--- src/rtl/bwc_pkg.sv ---
package bwc_pkg;
  typedef enum logic {
    PATH_FULL = 1'b0,
    PATH_HALF = 1'b1
  } path_mode_e;
endpackage

--- src/rtl/bwc_req_scale.sv ---
module bwc_req_scale
  import bwc_pkg::*;
#(
  parameter int ADDR_W = 30,
  parameter int LEN_W  = 9
) (
  input  path_mode_e        mode,
  input  logic              a_valid,
  input  logic [ADDR_W-1:0] a_addr,
  input  logic [LEN_W-1:0]  a_len,
  input  logic              a_last,
  output logic              a_ack,
  output logic              m_valid,
  output logic [ADDR_W:0]   m_addr,
  output logic [LEN_W:0]    m_len,
  output logic              m_last,
  input  logic              m_ack
);
  // Request handshake flags cross unchanged in both modes.
  assign m_valid = a_valid;
  assign m_last  = a_last;
  assign a_ack   = m_ack;

  // Units change from words to half-words on the narrow path.
  always_comb begin
    if (mode == PATH_HALF) begin
      m_addr = {a_addr, 1'b0};
      m_len  = {a_len, 1'b0};
    end else begin
      m_addr = {1'b0, a_addr};
      m_len  = {1'b0, a_len};
    end
  end
endmodule

--- src/rtl/bwc_wr_split.sv ---
module bwc_wr_split
  import bwc_pkg::*;
#(
  parameter int WORD_W = 32
) (
  input  logic                clk,
  input  logic                rst_n,
  input  path_mode_e          mode,
  input  logic [WORD_W-1:0]   a_data,
  input  logic [WORD_W/8-1:0] a_mask_n,
  output logic                a_next,
  output logic [WORD_W-1:0]   m_data,
  output logic [WORD_W/8-1:0] m_mask_n,
  input  logic                m_next
);
  localparam int HALF_W  = WORD_W / 2;
  localparam int MASK_W  = WORD_W / 8;
  localparam int HMASK_W = MASK_W / 2;

  logic hi_sel_q, hi_sel_d;

  always_comb begin
    hi_sel_d = hi_sel_q;
    if (mode != PATH_HALF)
      hi_sel_d = 1'b0;
    else if (m_next)
      hi_sel_d = ~hi_sel_q;
  end

  always_ff @(posedge clk or negedge rst_n) begin
    if (!rst_n) hi_sel_q <= 1'b0;
    else        hi_sel_q <= hi_sel_d;
  end

  always_comb begin
    if (mode == PATH_HALF) begin
      m_data   = '0;
      m_mask_n = '1;
      if (hi_sel_q) begin
        m_data[HALF_W-1:0]    = a_data[WORD_W-1:HALF_W];
        m_mask_n[HMASK_W-1:0] = a_mask_n[MASK_W-1:HMASK_W];
      end else begin
        m_data[HALF_W-1:0]    = a_data[HALF_W-1:0];
        m_mask_n[HMASK_W-1:0] = a_mask_n[HMASK_W-1:0];
      end
      a_next = m_next & hi_sel_q;
    end else begin
      m_data   = a_data;
      m_mask_n = a_mask_n;
      a_next   = m_next;
    end
  end

  // a consumed low beat moves to the high half
  assert_pace_low_R6: assert property (@(posedge clk) disable iff (!rst_n)
    (mode == PATH_HALF && m_next && !a_next) |=> hi_sel_q);
  // a word handed back to the application restarts at the low half
  assert_pace_word_R6: assert property (@(posedge clk) disable iff (!rst_n)
    (mode == PATH_HALF && a_next) |=> !hi_sel_q);
endmodule

--- src/rtl/bwc_rd_pack.sv ---
module bwc_rd_pack
  import bwc_pkg::*;
#(
  parameter int WORD_W = 32
) (
  input  logic              clk,
  input  logic              rst_n,
  input  path_mode_e        mode,
  input  logic [WORD_W-1:0] m_data,
  input  logic              m_valid,
  output logic [WORD_W-1:0] a_data,
  output logic              a_valid
);
  localparam int HALF_W = WORD_W / 2;

  logic [HALF_W-1:0] lo_q, lo_d;
  logic              have_lo_q, have_lo_d;
  logic [WORD_W-1:0] out_q, out_d;
  logic              vld_q, vld_d;

  always_comb begin
    lo_d      = lo_q;
    have_lo_d = have_lo_q;
    out_d     = out_q;
    vld_d     = 1'b0;
    if (mode != PATH_HALF) begin
      have_lo_d = 1'b0;
      if (m_valid) begin
        out_d = m_data;
        vld_d = 1'b1;
      end
    end else if (m_valid) begin
      if (!have_lo_q) begin
        lo_d      = m_data[HALF_W-1:0];
        have_lo_d = 1'b1;
      end else begin
        out_d     = {m_data[HALF_W-1:0], lo_q};
        vld_d     = 1'b1;
        have_lo_d = 1'b0;
      end
    end
  end

  always_ff @(posedge clk or negedge rst_n) begin
    if (!rst_n) begin
      lo_q      <= '0;
      have_lo_q <= 1'b0;
      out_q     <= '0;
      vld_q     <= 1'b0;
    end else begin
      if (m_valid) lo_q <= lo_d;
      have_lo_q <= have_lo_d;
      if (vld_d) out_q <= out_d;
      vld_q <= vld_d;
    end
  end

  assign a_data  = out_q;
  assign a_valid = vld_q;

  // full-width beat appears one cycle later, data intact
  assert_full_latency_R7: assert property (@(posedge clk) disable iff (!rst_n)
    (mode == PATH_FULL && m_valid) |=> (a_valid && a_data == $past(m_data)));
  // the first beat of a pair never raises valid
  assert_first_beat_quiet_R8: assert property (@(posedge clk) disable iff (!rst_n)
    (mode == PATH_HALF && m_valid && !have_lo_q) |=> !a_valid);
  // a cycle spent in reset leaves valid low
  assert_reset_quiet_R9: assert property (@(posedge clk)
    $past(!rst_n) |-> !a_valid);
endmodule

--- src/rtl/bus_width_adapter.sv ---
module bus_width_adapter
  import bwc_pkg::*;
#(
  parameter int ADDR_W = 30,
  parameter int LEN_W  = 9,
  parameter int WORD_W = 32
) (
  input  logic                clk,
  input  logic                rst_n,
  input  logic                narrow_mode,
  input  logic                app_req_valid,
  input  logic [ADDR_W-1:0]   app_req_addr,
  input  logic [LEN_W-1:0]    app_req_len,
  input  logic                app_req_last,
  output logic                app_req_ack,
  output logic                mem_req_valid,
  output logic [ADDR_W:0]     mem_req_addr,
  output logic [LEN_W:0]      mem_req_len,
  output logic                mem_req_last,
  input  logic                mem_req_ack,
  input  logic [WORD_W-1:0]   app_wr_data,
  input  logic [WORD_W/8-1:0] app_wr_mask_n,
  output logic                app_wr_next,
  output logic [WORD_W-1:0]   mem_wr_data,
  output logic [WORD_W/8-1:0] mem_wr_mask_n,
  input  logic                mem_wr_next,
  input  logic [WORD_W-1:0]   mem_rd_data,
  input  logic                mem_rd_valid,
  output logic [WORD_W-1:0]   app_rd_data,
  output logic                app_rd_valid
);
  path_mode_e mode;
  assign mode = path_mode_e'(narrow_mode);

  bwc_req_scale #(.ADDR_W(ADDR_W), .LEN_W(LEN_W)) u_req (
    .mode    (mode),
    .a_valid (app_req_valid),
    .a_addr  (app_req_addr),
    .a_len   (app_req_len),
    .a_last  (app_req_last),
    .a_ack   (app_req_ack),
    .m_valid (mem_req_valid),
    .m_addr  (mem_req_addr),
    .m_len   (mem_req_len),
    .m_last  (mem_req_last),
    .m_ack   (mem_req_ack)
  );

  bwc_wr_split #(.WORD_W(WORD_W)) u_wr (
    .clk      (clk),
    .rst_n    (rst_n),
    .mode     (mode),
    .a_data   (app_wr_data),
    .a_mask_n (app_wr_mask_n),
    .a_next   (app_wr_next),
    .m_data   (mem_wr_data),
    .m_mask_n (mem_wr_mask_n),
    .m_next   (mem_wr_next)
  );

  bwc_rd_pack #(.WORD_W(WORD_W)) u_rd (
    .clk     (clk),
    .rst_n   (rst_n),
    .mode    (mode),
    .m_data  (mem_rd_data),
    .m_valid (mem_rd_valid),
    .a_data  (app_rd_data),
    .a_valid (app_rd_valid)
  );
endmodule

--- config.mk ---
export PLATFORM = sky130hd
export DESIGN_NAME = bus_width_adapter
export DESIGN_NICKNAME = d
export VERILOG_FILES = /design/src/rtl/bwc_pkg.sv /design/src/rtl/bwc_req_scale.sv /design/src/rtl/bwc_wr_split.sv /design/src/rtl/bwc_rd_pack.sv /design/src/rtl/bus_width_adapter.sv
export SDC_FILE = /design/constraint.sdc
export NUM_CORES = 1
export LEC_CHECK = 0
export CORE_ASPECT_RATIO = 1.25
export CORE_MARGIN = 1
export CORE_UTILIZATION = 35
export DETAILED_ROUTE_END_ITERATION = 12
export MAX_ROUTING_LAYER = met4
export PLACE_DENSITY_LB_ADDON = 0.25
export SLEW_MARGIN = 0
export SYNTH_ARGS = -nofsm -noshare
export SYNTH_HDL_FRONTEND = slang
export SYNTH_SLANG_ARGS = --single-unit
--- constraint.sdc ---
create_clock -name clk -period 1.5 [get_ports clk]
set_input_delay 0.3 -clock clk [delete_from_list [all_inputs] [get_ports clk]]
set_output_delay 0.3 -clock clk [all_outputs]
set_load 0.005 [all_outputs]
# Word-level counts from Yosys, hierarchy flattened
# Cells that the tools add are included.
# word_totals
out_inout_bits	114
input_bits	115
mem_bits_ro	0
ff_bits	51
elab_cells	33
n_memories	0
ram_bits	0
latchBits	0
# op_classes
n_addsub	0
mul	0
n_lt_le_gt_ge	0
n_eq_ne	3
n_bitwise	3
n_div	0
muxes	20
n_shift	0
n_reduce_logical	2
# op_table
cell	count
$mux 32	5
$mux 31	1
$mux 16	1
$mux 1	10
$mux 10	1
$ne 2x1->1 const B	3
$reduce_and 3->1	2
$mux 4	1
$mux 2	1
$not 1->1	2
$and 1x1->1	1

# Depth between registers and ports, before layout
# logic_depth
word_depth	4
ltp_mapped	5
depth_no_buf	3

# By module
# A second synthesis with hierarchy kept.
# hier_totals
cells_unflattened	282
hier_area_um2	3305.7
# modules_own_cells
mod	n_inst	seq_area_each_um2	area_per_inst_um2	cells_per_inst
bwc_rd_pack	1	1251.2	2180.8	188
bwc_req_scale	1	0.0	681.9	49
bwc_wr_split	1	25.0	442.9	45

# Least setup slack after synthesis
# Ideal clock, no wire load.
# synth_timing
path_kind	in2out
from	in narrow_mode
to	out mem_wr_data[10]
required_ns	1.200
n_path_buf	2
arrival_ns	1.109
cell_stages	4
path_slack_ns	0.091
path_cell_list	buf_4 nand2_2 buf_4 mux2_2
# synth_via
elab_chain_cells	1
# synth_rtl
element	line_no	text
start, declared	bus_width_adapter.sv:10	input logic narrow_mode,
$mux 32	bwc_wr_split.sv:36	if (mode == PATH_HALF) begin
end, declared	bus_width_adapter.sv:24	output logic [WORD_W-1:0] mem_wr_data,
# No other way between the ends.

# Worst setup path after layout
# layout_timing
from	reg u_wr.hi_sel_q
to	out mem_wr_data[6]
# layout_via
elab_chain_cells	2
# layout_rtl
element	line_no	text
start, declared	bwc_wr_split.sv:20	logic hi_sel_q, hi_sel_d;
start signal, assigned	bwc_wr_split.sv:32	else hi_sel_q <= hi_sel_d;
$mux 16	bwc_wr_split.sv:39	if (hi_sel_q) begin
$mux 32	bwc_wr_split.sv:36	
# No other way between the ends.

==> out/qor.yml <==
outcome:
  status: "complete, but fails checks"
  violations: "negative setup slack"
floorplan:
  dieArea_um2: 9130
  num_io_pins: 229
  core_region_area_um2: 8380
  num_rows: 37
  start_util: 0.365
  dieWidth_um: 85.7
  die_h_um: 107
cts:
  worstSkewPairLatency_ns: 0.31
  clock_sinks: 51
  htree_num_levels: 2
  clockBufferDepth: 2
  clk_pin_slew_worst_paths_ns: 0.09
  cts_buffers: 5
  root_buffer: "clkbuf_8"
  cts_tree: "built"
timing:
  maxSlewViolCount: 0
  final_hold_viol_count: 0
  finClkSkew_ns: 0.00305
  rsz0062_at_grt: "yes"
  worst_pin_slew_ns: 0.464
  holdWs_ns: 0.392
  period_share: 1.22
  fmax_mhz: 546
  min_period_ns: 1.83
  setup_viol: 18
  layout_setup_ws_ns: -0.332
  max-slew-margin-rel: 0.690
  fin_setup_tns_ns: -4.65
global_route:
  grt_pass1_wl_mm: 19.6
  grt_overflow: 0
  grt_pass1_vias: 3617
  grt_max_degree: 22
  antenna_found_initial: 0
  grt_use_total: 0.293
worst_setup_path:
  path_max_fanout: 4
  startpoint_type: "flip-flop"
  cp.arrival_ns: 1.53
  crit_type: "flip-flop to primary output"
  end_kind: "primary output"
  crit_required_ns: 1.20
  reg2regPathDepth: 3
hold_path:
  min_path_cells: 3
  min_path_type: "input pin to flip-flop"
route:
  wl_met2_mm: 7.14
  wl_per_cell_um: 19.9
  maxUsedRoutingLayer: "met4"
  routed_wl_mm: 13.2
  ant_nets: 0
  via_per_inst: 5.24
  drt_iter0_drc: 161
  dr_wl_met3_um: 911
  dr_total_vias: 3477
  drc_errors: 0
  met1_length_mm: 4.73
  dr.pass1.iters: 4
yosys:
  async_flop_share: 1.00
  synth_edf_count: 0
  synth_fp_nets: 397
  synth_xor_area_frac: 0.00572
  synth_seq_cells: 51
  synth-seq-area-share: 0.417
  synth_top_family_by_area: "multiplexers"
  synth_mux_area_frac: 0.273
  avgSynthCellArea_um2: 10.9
  synth_area_um2: 3060
  synth-main-ff-cell: "dfrtp_1"
  ys_warn_count: 0
  synth_most_common_cell: "o22ai_1"
  synthTopCellsByArea: "dfrtp_1, mux2_2, o22ai_1"
  synth_fa_ha_area_frac: 0
  yosysTopAreaCellShare: 0.417
  synth_cells: 282
  synthDistinctLibCells: 20
  yosys.area.top_type: "dfrtp_1"
  synth_common_cells: "o22ai_1, mux2_2, dfrtp_1"
  synth-simple-area-share: 0.0646
  synth_compound_area_frac: 0.186
power_and_ir_drop:
  p_leak_uw: 0.00296
  power_density_nw_per_um2: 797
  ir_worst_vdd_mv: 0.456
final_layout:
  antenna_cells: 0
  drive_gt1_frac: 0.371
  final_area_um2: 6130
  syn2layout_area_growth_pct: 100
  nNetsFinal: 661
placed_design:
  portBuffers: 222
  dp_hpwl_mm: 9.27
  place_area_um2: 5460
  routabilityCongestion: 0.887
run:
  maxCapViolations: 0
==> cell type report <==
class	instances	area (µm²)
Sequential cell	51	1280
Timing Repair Buffer	287	2870
Clock inverter	3	43.8
Tap cell	117	146
Fill cell	623	2250
Inverter	1	3.75
Multi-Input combinational cell	200	1730
Clock buffer	5	68.8
==> critical path, cell delays in order, from the launching register on <==
cell	delay, ns
dfrtp_1	0.42
nand2_4	0.12
buf_12	0.13
buf_16	0.11
mux2_4	0.32
buf_6	0.12
==> registers in the layout, summed over array words and instances (netlist names) <==
register,cells
u_wr.hi_sel_q,1
u_rd.lo_q,16
u_rd.a_data,32
u_rd.a_valid,1
u_rd.have_lo_q,1
==> where the power goes <==
group / leakage (µW) / switching [µW] / internal, µW
sequential: 0.000592 / 168 / 1630
clock: 0.0000581 / 473 / 497
combinational: 0.00231 / 779 / 1340
total: 0.00296 / 1420 / 3470
==> per-stage QoR <==
stage | power [µW] | util | instances | worst slack, ns
5_1_grt | 5120 | 0.732 | 664 | -0.379
3_3_place_gp | 3680 | 0.652 | 611 | -0.361
4_1_cts | 4810 | 0.712 | 644 | -0.303
2_1_floorplan | 2550 | - | 282 | 0.0914
6_report | 4890 | 0.732 | 664 | -0.332
3_5_place_dp | 3730 | 0.652 | 611 | -0.359
==> cell families after synthesis <==
group | count (synthesis)
AO/OA/AOI/OAI | 97
multiplexers | 71
flip-flops | 51
buffers and inverters | 31
AND/OR/NAND/NOR | 30
XOR/XNOR | 2
==> placed cells by master (no fill, tap or decap), types with 2 or more instances in the layout <==
cell,count
a21oi_1,32
and2_1,4
buf_12,5
buf_16,7
buf_2,14
buf_4,48
buf_6,20
clkbuf_16,2
clkbuf_2,13
clkbuf_8,5
clkdlybuf4s15_1,10
clkdlybuf4s15_2,7
clkdlybuf4s50_1,90
dfrtp_1,51
dlygate4sd2_1,44
dlymetal6s2s_1,25
mux2_2,38
mux2_4,33
nor2b_1,17
nor2b_2,2
o22ai_1,64
or2_2,2
xor2_1,2
==> layer usage <==
metal / up-vias / global-route usage
li1: 1594 / -
met3: 28 / 0.0662
met1: 1665 / 0.316
met5: - / -
met4: 0 / 0.106
met2: 190 / 0.526
==> timing repair <==
item,4_1_cts,5_1_grt
gates resized for setup,271,63
buffers inserted,18,20
hold endpoints to repair,17,0
cloned,7,2
hold buffers,1,0
endpoints found under the setup margin,103,90
pin swaps,1,1
==> final timing paths <==
| kind | from | endpoint | slack [ns] |
|---|---|---|---|
| worst max-delay path | u_wr.hi_sel_q | mem_wr_data[6] | -0.33 |
| worst min-delay path | narrow_mode | u_rd.a_data[23] | 0.39 |
| worst max register to register | u_rd.have_lo_q | u_rd.lo_q[6] | 0.24 |
| worst min register to register | u_rd.lo_q[13] | u_rd.lo_q[13] | 0.52 |
| max in group asynchronous | rst_n | u_rd.a_data[31] | 0.49 |
| min in group asynchronous | rst_n | u_rd.a_data[9] | 0.47 |
No activity file was read; power rests on OpenSTA's default activity.
